<file path="src/rtl/codec_sp_pkg.sv">
package codec_sp_pkg;

   // mode register field positions
   localparam int MODE_DATA_BIT = 0;
   localparam int MODE_WL_LSB   = 1;
   localparam int MODE_FAST_BIT = 3;

   typedef enum logic [1:0] {
      WL_16 = 2'd0,
      WL_20 = 2'd1,
      WL_24 = 2'd2,
      WL_24B = 2'd3
   } wl_code_e;

   function automatic int wl_bits(input logic [1:0] code);
      case (wl_code_e'(code))
         WL_16:   return 16;
         WL_20:   return 20;
         default: return 24;
      endcase
   endfunction

endpackage

</file>
<file path="src/rtl/sp_shifter.sv">
module sp_shifter #(
   parameter int MAX_W = 24,
   parameter int CNT_W = $clog2(MAX_W + 1)
) (
   input  logic             clk,
   input  logic             rst_n,
   input  logic             start,
   input  logic [CNT_W-1:0] len,
   input  logic [MAX_W-1:0] tx_word,
   input  logic             sdin,
   output logic             sdout,
   output logic             active,
   output logic             done,
   output logic [MAX_W-1:0] rx_word
);
   logic [CNT_W-1:0] cnt_q;
   logic [CNT_W-1:0] len_q;
   logic [MAX_W-1:0] tx_q;
   logic             last;

   assign last = active && (cnt_q == len_q - 1'b1);

   always_ff @(posedge clk or negedge rst_n) begin
      if (!rst_n) begin
         active  <= 1'b0;
         cnt_q   <= '0;
         len_q   <= '0;
         tx_q    <= '0;
         rx_word <= '0;
         sdout   <= 1'b0;
         done    <= 1'b0;
      end else begin
         done <= 1'b0;
         if (start) begin
            active  <= 1'b1;
            cnt_q   <= '0;
            len_q   <= len;
            rx_word <= '0;
            sdout   <= tx_word[MAX_W-1];
            tx_q    <= tx_word << 1;
         end else if (active) begin
            rx_word <= {rx_word[MAX_W-2:0], sdin};
            cnt_q   <= cnt_q + 1'b1;
            if (last) begin
               active <= 1'b0;
               sdout  <= 1'b0;
               done   <= 1'b1;
            end else begin
               sdout <= tx_q[MAX_W-1];
               tx_q  <= tx_q << 1;
            end
         end
      end
   end
endmodule

</file>
<file path="src/rtl/sp_framer.sv">
module sp_framer #(
   parameter int NORM_FRAME = 128,
   parameter int FAST_FRAME = 256
) (
   input  logic clk,
   input  logic rst_n,
   input  logic restart,
   input  logic fast,
   output logic tick
);
   localparam int CW = $clog2(FAST_FRAME);

   logic [CW-1:0] cnt_q;
   logic [CW-1:0] last_pos;

   assign last_pos = fast ? CW'(FAST_FRAME - 1) : CW'(NORM_FRAME - 1);
   assign tick     = !restart && (cnt_q == last_pos - CW'(1));

   always_ff @(posedge clk or negedge rst_n) begin
      if (!rst_n)                 cnt_q <= '0;
      else if (restart)           cnt_q <= '0;
      else if (cnt_q == last_pos) cnt_q <= '0;
      else                        cnt_q <= cnt_q + 1'b1;
   end
endmodule

</file>
<file path="src/rtl/sp_regbank.sv">
module sp_regbank #(
   parameter int REG_W     = 10,
   parameter int ADDR_W    = 4,
   parameter int NUM_REGS  = 7,
   parameter int RO_ADDR   = 6,
   parameter int MODE_ADDR = 2
) (
   input  logic              clk,
   input  logic              rst_n,
   input  logic              we,
   input  logic [ADDR_W-1:0] waddr,
   input  logic [REG_W-1:0]  wdata,
   input  logic [ADDR_W-1:0] raddr,
   input  logic [REG_W-1:0]  ro_value,
   output logic [REG_W-1:0]  rdata,
   output logic [REG_W-1:0]  mode_word
);
   logic [NUM_REGS*REG_W-1:0] flat;

   for (genvar i = 0; i < NUM_REGS; i++) begin : g_reg
      if (i == RO_ADDR) begin : g_ro
         assign flat[i*REG_W +: REG_W] = ro_value;
      end else begin : g_rw
         logic [REG_W-1:0] q;
         always_ff @(posedge clk or negedge rst_n) begin
            if (!rst_n)                              q <= '0;
            else if (we && (waddr == ADDR_W'(i)))    q <= wdata;
         end
         assign flat[i*REG_W +: REG_W] = q;
      end
   end

   assign rdata     = (int'(raddr) < NUM_REGS) ? flat[int'(raddr)*REG_W +: REG_W] : '0;
   assign mode_word = flat[MODE_ADDR*REG_W +: REG_W];
endmodule

</file>
<file path="src/rtl/codec_sport.sv">
module codec_sport
   import codec_sp_pkg::*;
#(
   parameter int MAX_W      = 24,
   parameter int REG_W      = 10,
   parameter int ADDR_W     = 4,
   parameter int NUM_REGS   = 7,
   parameter int RO_ADDR    = 6,
   parameter int MODE_ADDR  = 2,
   parameter int NORM_FRAME = 128,
   parameter int FAST_FRAME = 256
) (
   input  logic              bclk,
   input  logic              rst_n,
   input  logic              fsync,
   input  logic              sdin,
   output logic              sdout,
   output logic              slave_mode,
   input  logic [MAX_W-1:0]  adc_data,
   input  logic [REG_W-1:0]  ro_value,
   output logic              reg_we,
   output logic [ADDR_W-1:0] reg_addr,
   output logic [REG_W-1:0]  reg_wdata,
   output logic [MAX_W-1:0]  dac_data,
   output logic              dac_valid
);
   localparam int CTRL_W = 1 + ADDR_W + 1 + REG_W;
   localparam int CNT_W  = $clog2(MAX_W + 1);

   if (CTRL_W > MAX_W) begin : g_chk_width
      $error("control word wider than the longest slot");
   end
   if (NUM_REGS > (1 << ADDR_W)) begin : g_chk_regs
      $error("register count exceeds address space");
   end
   if (RO_ADDR >= NUM_REGS || MODE_ADDR >= NUM_REGS || RO_ADDR == MODE_ADDR) begin : g_chk_addr
      $error("read-only or mode address invalid");
   end
   if (FAST_FRAME <= NORM_FRAME || NORM_FRAME < 2 * MAX_W + 2) begin : g_chk_frame
      $error("frame lengths inconsistent");
   end
   if (REG_W <= MODE_FAST_BIT) begin : g_chk_mode
      $error("register too narrow for mode fields");
   end

   // strap capture
   logic strap_done_q;
   always_ff @(posedge bclk or negedge rst_n) begin
      if (!rst_n) begin
         strap_done_q <= 1'b0;
         slave_mode   <= 1'b0;
      end else if (!strap_done_q) begin
         strap_done_q <= 1'b1;
         slave_mode   <= sdin;
      end
   end

   // mode fields
   logic [REG_W-1:0]  mode_word;
   logic [REG_W-1:0]  rdata;
   logic              data_mode;
   logic              fast_frame;
   logic [CNT_W-1:0]  audio_len;

   assign data_mode  = mode_word[MODE_DATA_BIT];
   assign fast_frame = mode_word[MODE_FAST_BIT];
   assign audio_len  = CNT_W'(wl_bits(mode_word[MODE_WL_LSB +: 2]));

   // slot sequencing
   logic             next_ctrl_q;
   logic             ctrl_slot_q;
   logic [CNT_W-1:0] slot_len_q;
   logic             start_ctrl;
   logic [CNT_W-1:0] start_len;
   logic [CTRL_W-1:0] status_q;
   logic [MAX_W-1:0] tx_word;

   assign start_ctrl = fsync && !data_mode && next_ctrl_q;
   assign start_len  = start_ctrl ? CNT_W'(CTRL_W) : audio_len;
   assign tx_word    = start_ctrl ? {status_q, {(MAX_W-CTRL_W){1'b0}}} : adc_data;

   always_ff @(posedge bclk or negedge rst_n) begin
      if (!rst_n) begin
         next_ctrl_q <= 1'b1;
         ctrl_slot_q <= 1'b0;
         slot_len_q  <= CNT_W'(CTRL_W);
      end else if (fsync) begin
         ctrl_slot_q <= start_ctrl;
         slot_len_q  <= start_len;
         if (!data_mode) next_ctrl_q <= !next_ctrl_q;
      end
   end

   logic             shift_active;
   logic             shift_done;
   logic [MAX_W-1:0] rx_word;

   sp_shifter #(.MAX_W(MAX_W), .CNT_W(CNT_W)) i_shifter (
      .clk     (bclk),
      .rst_n   (rst_n),
      .start   (fsync),
      .len     (start_len),
      .tx_word (tx_word),
      .sdin    (sdin),
      .sdout   (sdout),
      .active  (shift_active),
      .done    (shift_done),
      .rx_word (rx_word)
   );

   // control word decode
   logic              ctrl_done;
   logic              cw_write;
   logic [ADDR_W-1:0] cw_addr;
   logic [REG_W-1:0]  cw_data;
   logic              addr_ok;
   logic              wr_en;
   logic              rd_req;

   assign ctrl_done = shift_done && ctrl_slot_q;
   assign cw_write  = rx_word[CTRL_W-1];
   assign cw_addr   = rx_word[CTRL_W-2 -: ADDR_W];
   assign cw_data   = rx_word[REG_W-1:0];
   assign addr_ok   = (int'(cw_addr) < NUM_REGS) && (int'(cw_addr) != RO_ADDR);
   assign wr_en     = ctrl_done && cw_write && addr_ok;
   assign rd_req    = ctrl_done && !cw_write;

   // read scheduling
   logic              tick;
   logic              pend_q;
   logic [ADDR_W-1:0] pend_addr_q;

   sp_framer #(.NORM_FRAME(NORM_FRAME), .FAST_FRAME(FAST_FRAME)) i_framer (
      .clk     (bclk),
      .rst_n   (rst_n),
      .restart (start_ctrl),
      .fast    (fast_frame),
      .tick    (tick)
   );

   sp_regbank #(
      .REG_W(REG_W), .ADDR_W(ADDR_W), .NUM_REGS(NUM_REGS),
      .RO_ADDR(RO_ADDR), .MODE_ADDR(MODE_ADDR)
   ) i_regbank (
      .clk       (bclk),
      .rst_n     (rst_n),
      .we        (wr_en),
      .waddr     (cw_addr),
      .wdata     (cw_data),
      .raddr     (pend_addr_q),
      .ro_value  (ro_value),
      .rdata     (rdata),
      .mode_word (mode_word)
   );

   always_ff @(posedge bclk or negedge rst_n) begin
      if (!rst_n) begin
         pend_q      <= 1'b0;
         pend_addr_q <= '0;
         status_q    <= '0;
      end else begin
         if (rd_req) begin
            pend_q      <= 1'b1;
            pend_addr_q <= cw_addr;
         end else if (tick && pend_q) begin
            pend_q <= 1'b0;
         end
         if (tick && pend_q && !rd_req)
            status_q <= {1'b1, pend_addr_q, 1'b0, rdata};
         else if (start_ctrl)
            status_q <= '0;
      end
   end

   // outputs
   always_ff @(posedge bclk or negedge rst_n) begin
      if (!rst_n) begin
         reg_we    <= 1'b0;
         reg_addr  <= '0;
         reg_wdata <= '0;
         dac_data  <= '0;
         dac_valid <= 1'b0;
      end else begin
         reg_we    <= wr_en;
         dac_valid <= shift_done && !ctrl_slot_q;
         if (wr_en) begin
            reg_addr  <= cw_addr;
            reg_wdata <= cw_data;
         end
         if (shift_done && !ctrl_slot_q)
            dac_data <= rx_word << (CNT_W'(MAX_W) - slot_len_q);
      end
   end
endmodule

</file>
<file path="config.mk">
export PLATFORM = sky130hd
export DESIGN_NAME = codec_sport
export DESIGN_NICKNAME = d
export VERILOG_FILES = /design/src/rtl/codec_sp_pkg.sv /design/src/rtl/sp_shifter.sv /design/src/rtl/sp_framer.sv /design/src/rtl/sp_regbank.sv /design/src/rtl/codec_sport.sv
export SDC_FILE = /design/constraint.sdc
export NUM_CORES = 1
export LEC_CHECK = 0
export BUFFER_PORTS_ARGS = -buffer_cell sky130_fd_sc_hd__buf_4
export CORE_MARGIN = 1
export CORE_UTILIZATION = 55
export CTS_CLUSTER_SIZE = 24
export DETAILED_ROUTE_END_ITERATION = 16
export PLACE_DENSITY = 0.75
export SETUP_SLACK_MARGIN = 0.2
export SLEW_MARGIN = 40
export SYNTH_ARGS = -nofsm -noshare
export SYNTH_HDL_FRONTEND = slang
export SYNTH_SLANG_ARGS = --single-unit
</file>
<file path="constraint.sdc">
create_clock -name bclk -period 4.3 [get_ports bclk]
set_input_delay 0.86 -clock bclk [delete_from_list [all_inputs] [get_ports bclk]]
set_output_delay 0.86 -clock bclk [all_outputs]
set_load 0.005 [all_outputs]
</file>
* Word-level counts from Yosys, hierarchy flattened *
Cells that the tools add are included.

storage, ports and cells
  bits in registers = 199
  latch bits = 0
  memory bits (writable) = 0
  memory bits (read-only) = 0
  bits of input ports = 38
  output and inout bits = 42
  word-level logic and storage cells = 107
  memories = 0

cells by class
  add/sub/neg operators = 5
  $mul = 1
  divide/modulo/power cells = 0
  order comparisons = 2
  equality and inequality tests = 11
  shift operators = 2
  mux-type cells = 27
  bitwise gates (word level) = 1
  reductions and logical operators = 31

operators with widths
  kind                 number
  $mux 24              6
  $shiftx 70x32->10    1
  $mux 16              2
  $mux 8               3
  $shl 24x5->24        1
  $logic_and 1x1->1    18
  $eq 8x8->1           2
  $mux 5               3
  $mux 1               11
  $mux 10              1
  $add 8x1->8 const B  1
  $eq 4x2->1 const B   2
  $eq 4x3->1 const B   2
  $lt 4x3->1 const B   2
  $pmux 4 s2           1
  $sub 8x1->8 const B  1
  $mul 4x3->7 const B  1
  $logic_not 1->1      6
  $reduce_bool 2->1    3
  $add 5x1->5 const B  1
  $eq 5x5->1           1
  $sub 5x1->5 const B  1
  $sub 5x5->5 const A  1
  $eq 4x1->1 const B   1
  other kinds (7)      8

* Logic depth before layout (Yosys ltp) *
  depth in word-level cells = 8
  depth in mapped cells = 9
  gate-level depth less buffers = 6

* Hierarchy *
From an unflattened synthesis, not the netlist that was laid out.

second synthesis, totals
  cell total of the unflattened synthesis = 791
  area, all modules = 9,547.9 um2

by module, submodules not included
  module       times used  cells each  area an instance (um2)  seq. area each (um2)
  codec_sport  1           285         3,377.0                 1,652.8
  sp_regbank   1           193         2,919.0                 1,501.4
  sp_shifter   1           267         2,816.5                 1,501.4
  sp_framer    1           46          435.4                   200.2

* Least setup slack after synthesis *
Ideal clock, no wire load.

  kind = register to register
  start = register slot_len_q[2] (netlist name)
  end = register i_shifter.tx_q[14]
  setup time = 0.118 ns
  arrival = 2.478 ns
  required time = 4.182 ns
  path slack = 1.704 ns
  stages on the path, launching flop included = 10
  buffers on the path = 3
  clock period less this slack = 2.596 ns
  cell sequence = dfrtp_1 > buf_2 > buf_2 > inv_1 > ha_1 > xor3_1 > o41ai_4 > buf_4 > a311oi_1 > a21o_1

RTL lines
  element                 line              source
  end signal: assignment  sp_shifter.sv:40  tx_q <= tx_word << 1;
  end signal: assignment  sp_shifter.sv:50  tx_q <= tx_q << 1;
  end: declaration        sp_shifter.sv:18  logic [MAX_W-1:0] tx_q;

* Worst setup path in the final report *
  start = input port fsync
  end = register status_q[9]

on the way
  longest elaborated chain between the ends = 7
  elaborated cells on any way between the ends = 8
  classes of those cells = 1 x mux; 7 x reduce/logical

ends and longest elaborated chain
  element                                       line                source
  start: declaration                            codec_sport.sv:15   input logic fsync,
  $logic_and 1x1->1 * (2 in series)             codec_sport.sv:78   assign start_ctrl = fsync && !data_mode && next_ctrl_q;
  $logic_not 1->1                               sp_framer.sv:17     assign tick = !restart && (cnt_q == last_pos - CW'(1));
  $logic_and 1x1->1                             sp_framer.sv:17
  $logic_and 1x1->1 (2 in series)               codec_sport.sv:168  if (tick && pend_q && !rd_req)
  $mux 16 or $reduce_bool 2->1 (tied branches)  --
  end signal: assignment                        codec_sport.sv:169  status_q <= {1'b1, pend_addr_q, 1'b0, rdata};
  end: declaration                              codec_sport.sv:75   logic [CTRL_W-1:0] status_q;

Every way passes the cells marked *; elsewhere a longest branch is shown, timed or not.
A chain may end at the register's enable or synchronous reset.

==> flow_summary.yaml <==
run_status:
  status: "finished, final reports clean"
grt:
  grt_max_degree: 80
  overflow: 0
  grt_pass1_wl_mm: 31.4
  grtUsageTotal_pct: 25.0
  antenna_found_initial: 0
  grt_pass1_vias: 6102
routing:
  wirelength_mm: 18.9
  vias: 5854
  route.detailed.drc: 0
  wl_per_cell_um: 18.9
  drtAntennaViolNets: 0
  drtIter0Drc: 485
  viasPerCell: 5.84
  dr.pass1.iters: 5
timing:
  fin_crit_sh_pct: 57.2
  timing_worst_slew_pin_value_ns: 0.813
  tns_ns: 0
  rsz0062_at_grt: "no"
  fin_skew_ns: 0.00699
  finalSetupViolCount: 0
  final-max-slew-violation-count: 0
  hold_viol: 0
  relSlewSlack_pct: 45.8
  period_minus_slack_ns: 2.46
  fmax_ghz: 0.407
power_and_ir_drop:
  power_mw: 3.80
  switching_share_pct: 23.7
  powerDensity_mw_per_mm2: 374
  intPower_mw: 2.90
  power.share.clock_pct: 39.8
  power_frac_comb_pct: 8.9
  vdd_ir_drop_max_uv: 263
  p_leak_nw: 4.92
  pwr-share-seq_pct: 51.4
  power.switching_mw: 0.900
critical_path:
  critPathKind: "primary input to flop"
  cp.required_ns: 4.65
  start_kind: "primary input"
  arrival_ns: 2.81
  end_kind: "flop"
  path_max_fanout: 79
finish:
  regArea_mm2: 0.00476
  n_antenna_cell: 0
  final_cells: 1002
  multiInputGateArea_mm2: 0.00383
  area.growth.synth_to_final_pct: 15.2
  fillers: 1190
  nets: 823
  layout-drive-gt1-share_pct: 28.8
  fin_area_mm2: 0.0102
die:
  die_h_um: 129
  die_w_um: 129
  start_util_pct: 57.2
  core_area_mm2: 0.0154
  ios: 80
  die_area_mm2: 0.0166
  fp-row-count: 45
cts:
  cts_sinks: 190
  cts.clk_slew.worst_paths_ns: 0.06
  cts_resized: 0
  clock_path_buffers: 2
  cts-root-buf: "clkbuf_16"
  cts_setup_buffers: 0
  numCtsBuffers: 17
  worstSkewPairLatency_ns: 0.43
  holdBufCountCts: 0
  h-tree-depth: 4
  tritoncts: "yes"
job:
  drv_cap: 0
placement:
  gp_congestion: 0.779
  place_inst: 972
  io_buffers: 79
  place_area_mm2: 0.00961
  detailed_place_hpwl_mm: 12.7
yosys:
  netlist-cell-type-count: 46
  synthFlopType: "dfrtp_1"
  synth_area_mm2: 0.00883
  synth_area_leaders: "dfrtp_1 (54%), mux2_2 (10%), mux2i_1 (7.5%)"
  syn-mean-instance-area_um2: 12.1
  postSynth.asyncResetShare_pct: 100
  synth_seq_cells: 190
  yosysWarningCount: 0
  seq_area_frac_synth_pct: 53.9
  synthTopCellsByCount: "dfrtp_1 (189), mux2_2 (80), mux2i_1 (66)"
  yosys.area.top_type: "dfrtp_1"
  syn-num-nets: 771
  synth_edf_count: 0
  synth_top_area_share_pct: 53.6
  synth_cells: 728
  yosysMostFrequentCell: "dfrtp_1"
hold_path:
  hold_class: "primary input to asynchronous set/reset pin"
-- worst paths after layout --
path	from	end	slack (ns)	cells after the start
worst min-delay path	rst_n	dac_data[4]	0.34	1
worst max register to register	i_shifter.rx_word[14]	i_regbank.g_reg[1].g_rw.q[9]	1.85	4
max in group asynchronous	rst_n	pend_addr_q[0]	2.91	3
worst min register to register	dac_data[2]	dac_data[2]	0.47	2
min in group bclk	dac_data[2]	dac_data[2]	0.47	2
worst max-delay path	fsync	status_q[9]	1.84	6
-- layer usage --
metal  GRT usage, %  up-vias  wire length, µm
li1               -     2698                -
met1           33.9     3002             8350
met2           40.7      128             9430
met3           4.82       26              834
met4           8.79        0              332
met5              0        -                0
-- power groups by stage --
| stage | clock, mW | combinational [mW] | sequential [mW] |
|---|---|---|---|
| after CTS | 1.54 | 0.343 | 1.96 |
| after floorplan | 0 | 0.208 | 1.96 |
| after global placement | 0 | 0.320 | 1.98 |
| after global routing | 1.61 | 0.377 | 1.97 |
| final | 1.51 | 0.337 | 1.95 |
| after detailed placement | 0 | 0.339 | 1.99 |
-- cells in the final DEF (no fill, tap or decap), drive strengths merged, types with 3 or more instances in the layout --
cell type,count
a21o,16
a21oi,9
a22o,12
a311oi,14
a31oi,4
buf,90
clkbuf,23
clkinv,5
dfrtp,189
ha,5
inv,11
mux2,80
mux2i,66
mux4,18
nand2,64
nand2b,4
nand3,14
nand3b,3
nand4,4
nor2,65
nor2b,9
o21ai,17
o2bb2ai,20
o31ai,9
or2,3
xnor2,7
xor2,6
-- cell families (layout without fill, tap and decap cells) --
kind of cell	count (synthesis)	after routing	synth area share (%)
other	1	1	0.0425
buffers and inverters	68	131	3.12
multiplexers	164	164	22.3
adder cells (fa/ha/maj)	5	5	0.709
AND/OR/NAND/NOR	180	180	9.27
XOR/XNOR	14	14	1.56
AO/OA/AOI/OAI	106	106	9.16
flip-flops	190	190	53.9
-- flip-flops by register name (all words and copies together), names as in the netlist, 2 cells and up --
signal               count
i_regbank.g.g_rw.q      50
dac_data                24
i_shifter.rx_word       24
i_shifter.tx_q          23
status_q                15
i_regbank.mode_word     10
reg_wdata               10
i_framer.cnt_q           8
i_shifter.cnt_q          5
pend_addr_q              4
reg_addr                 4
i_shifter.len_q          2
-- layout make-up --
type	instances	share of cell area, %
sequential	190	46.8
multi-input combinational	470	37.7
timing repair buffer	90	7.04
clock buffer	23	4.60
tap	211	2.60
clock inverter	7	0.874
inverter	11	0.406
-- worst max-delay path, cell delays in order --
cell and delay [ns]:
buf_4 0.36, nand3b_1 0.20, buf_4 0.29, nand3_1 0.17
or4_1 0.71, o2bb2ai_1 0.21
-- per-stage QoR --
step	hold slack [ns]	utilization (%)	worst slack (ns)
after floorplan	0.448	-	1.70
after global placement	0.457	62.0	1.41
after detailed placement	0.456	62.3	1.36
after CTS	0.338	65.9	1.82
after global routing	0.357	65.9	1.66
final	0.336	65.9	1.84
Note: power is estimated with default switching activity, not from simulation.
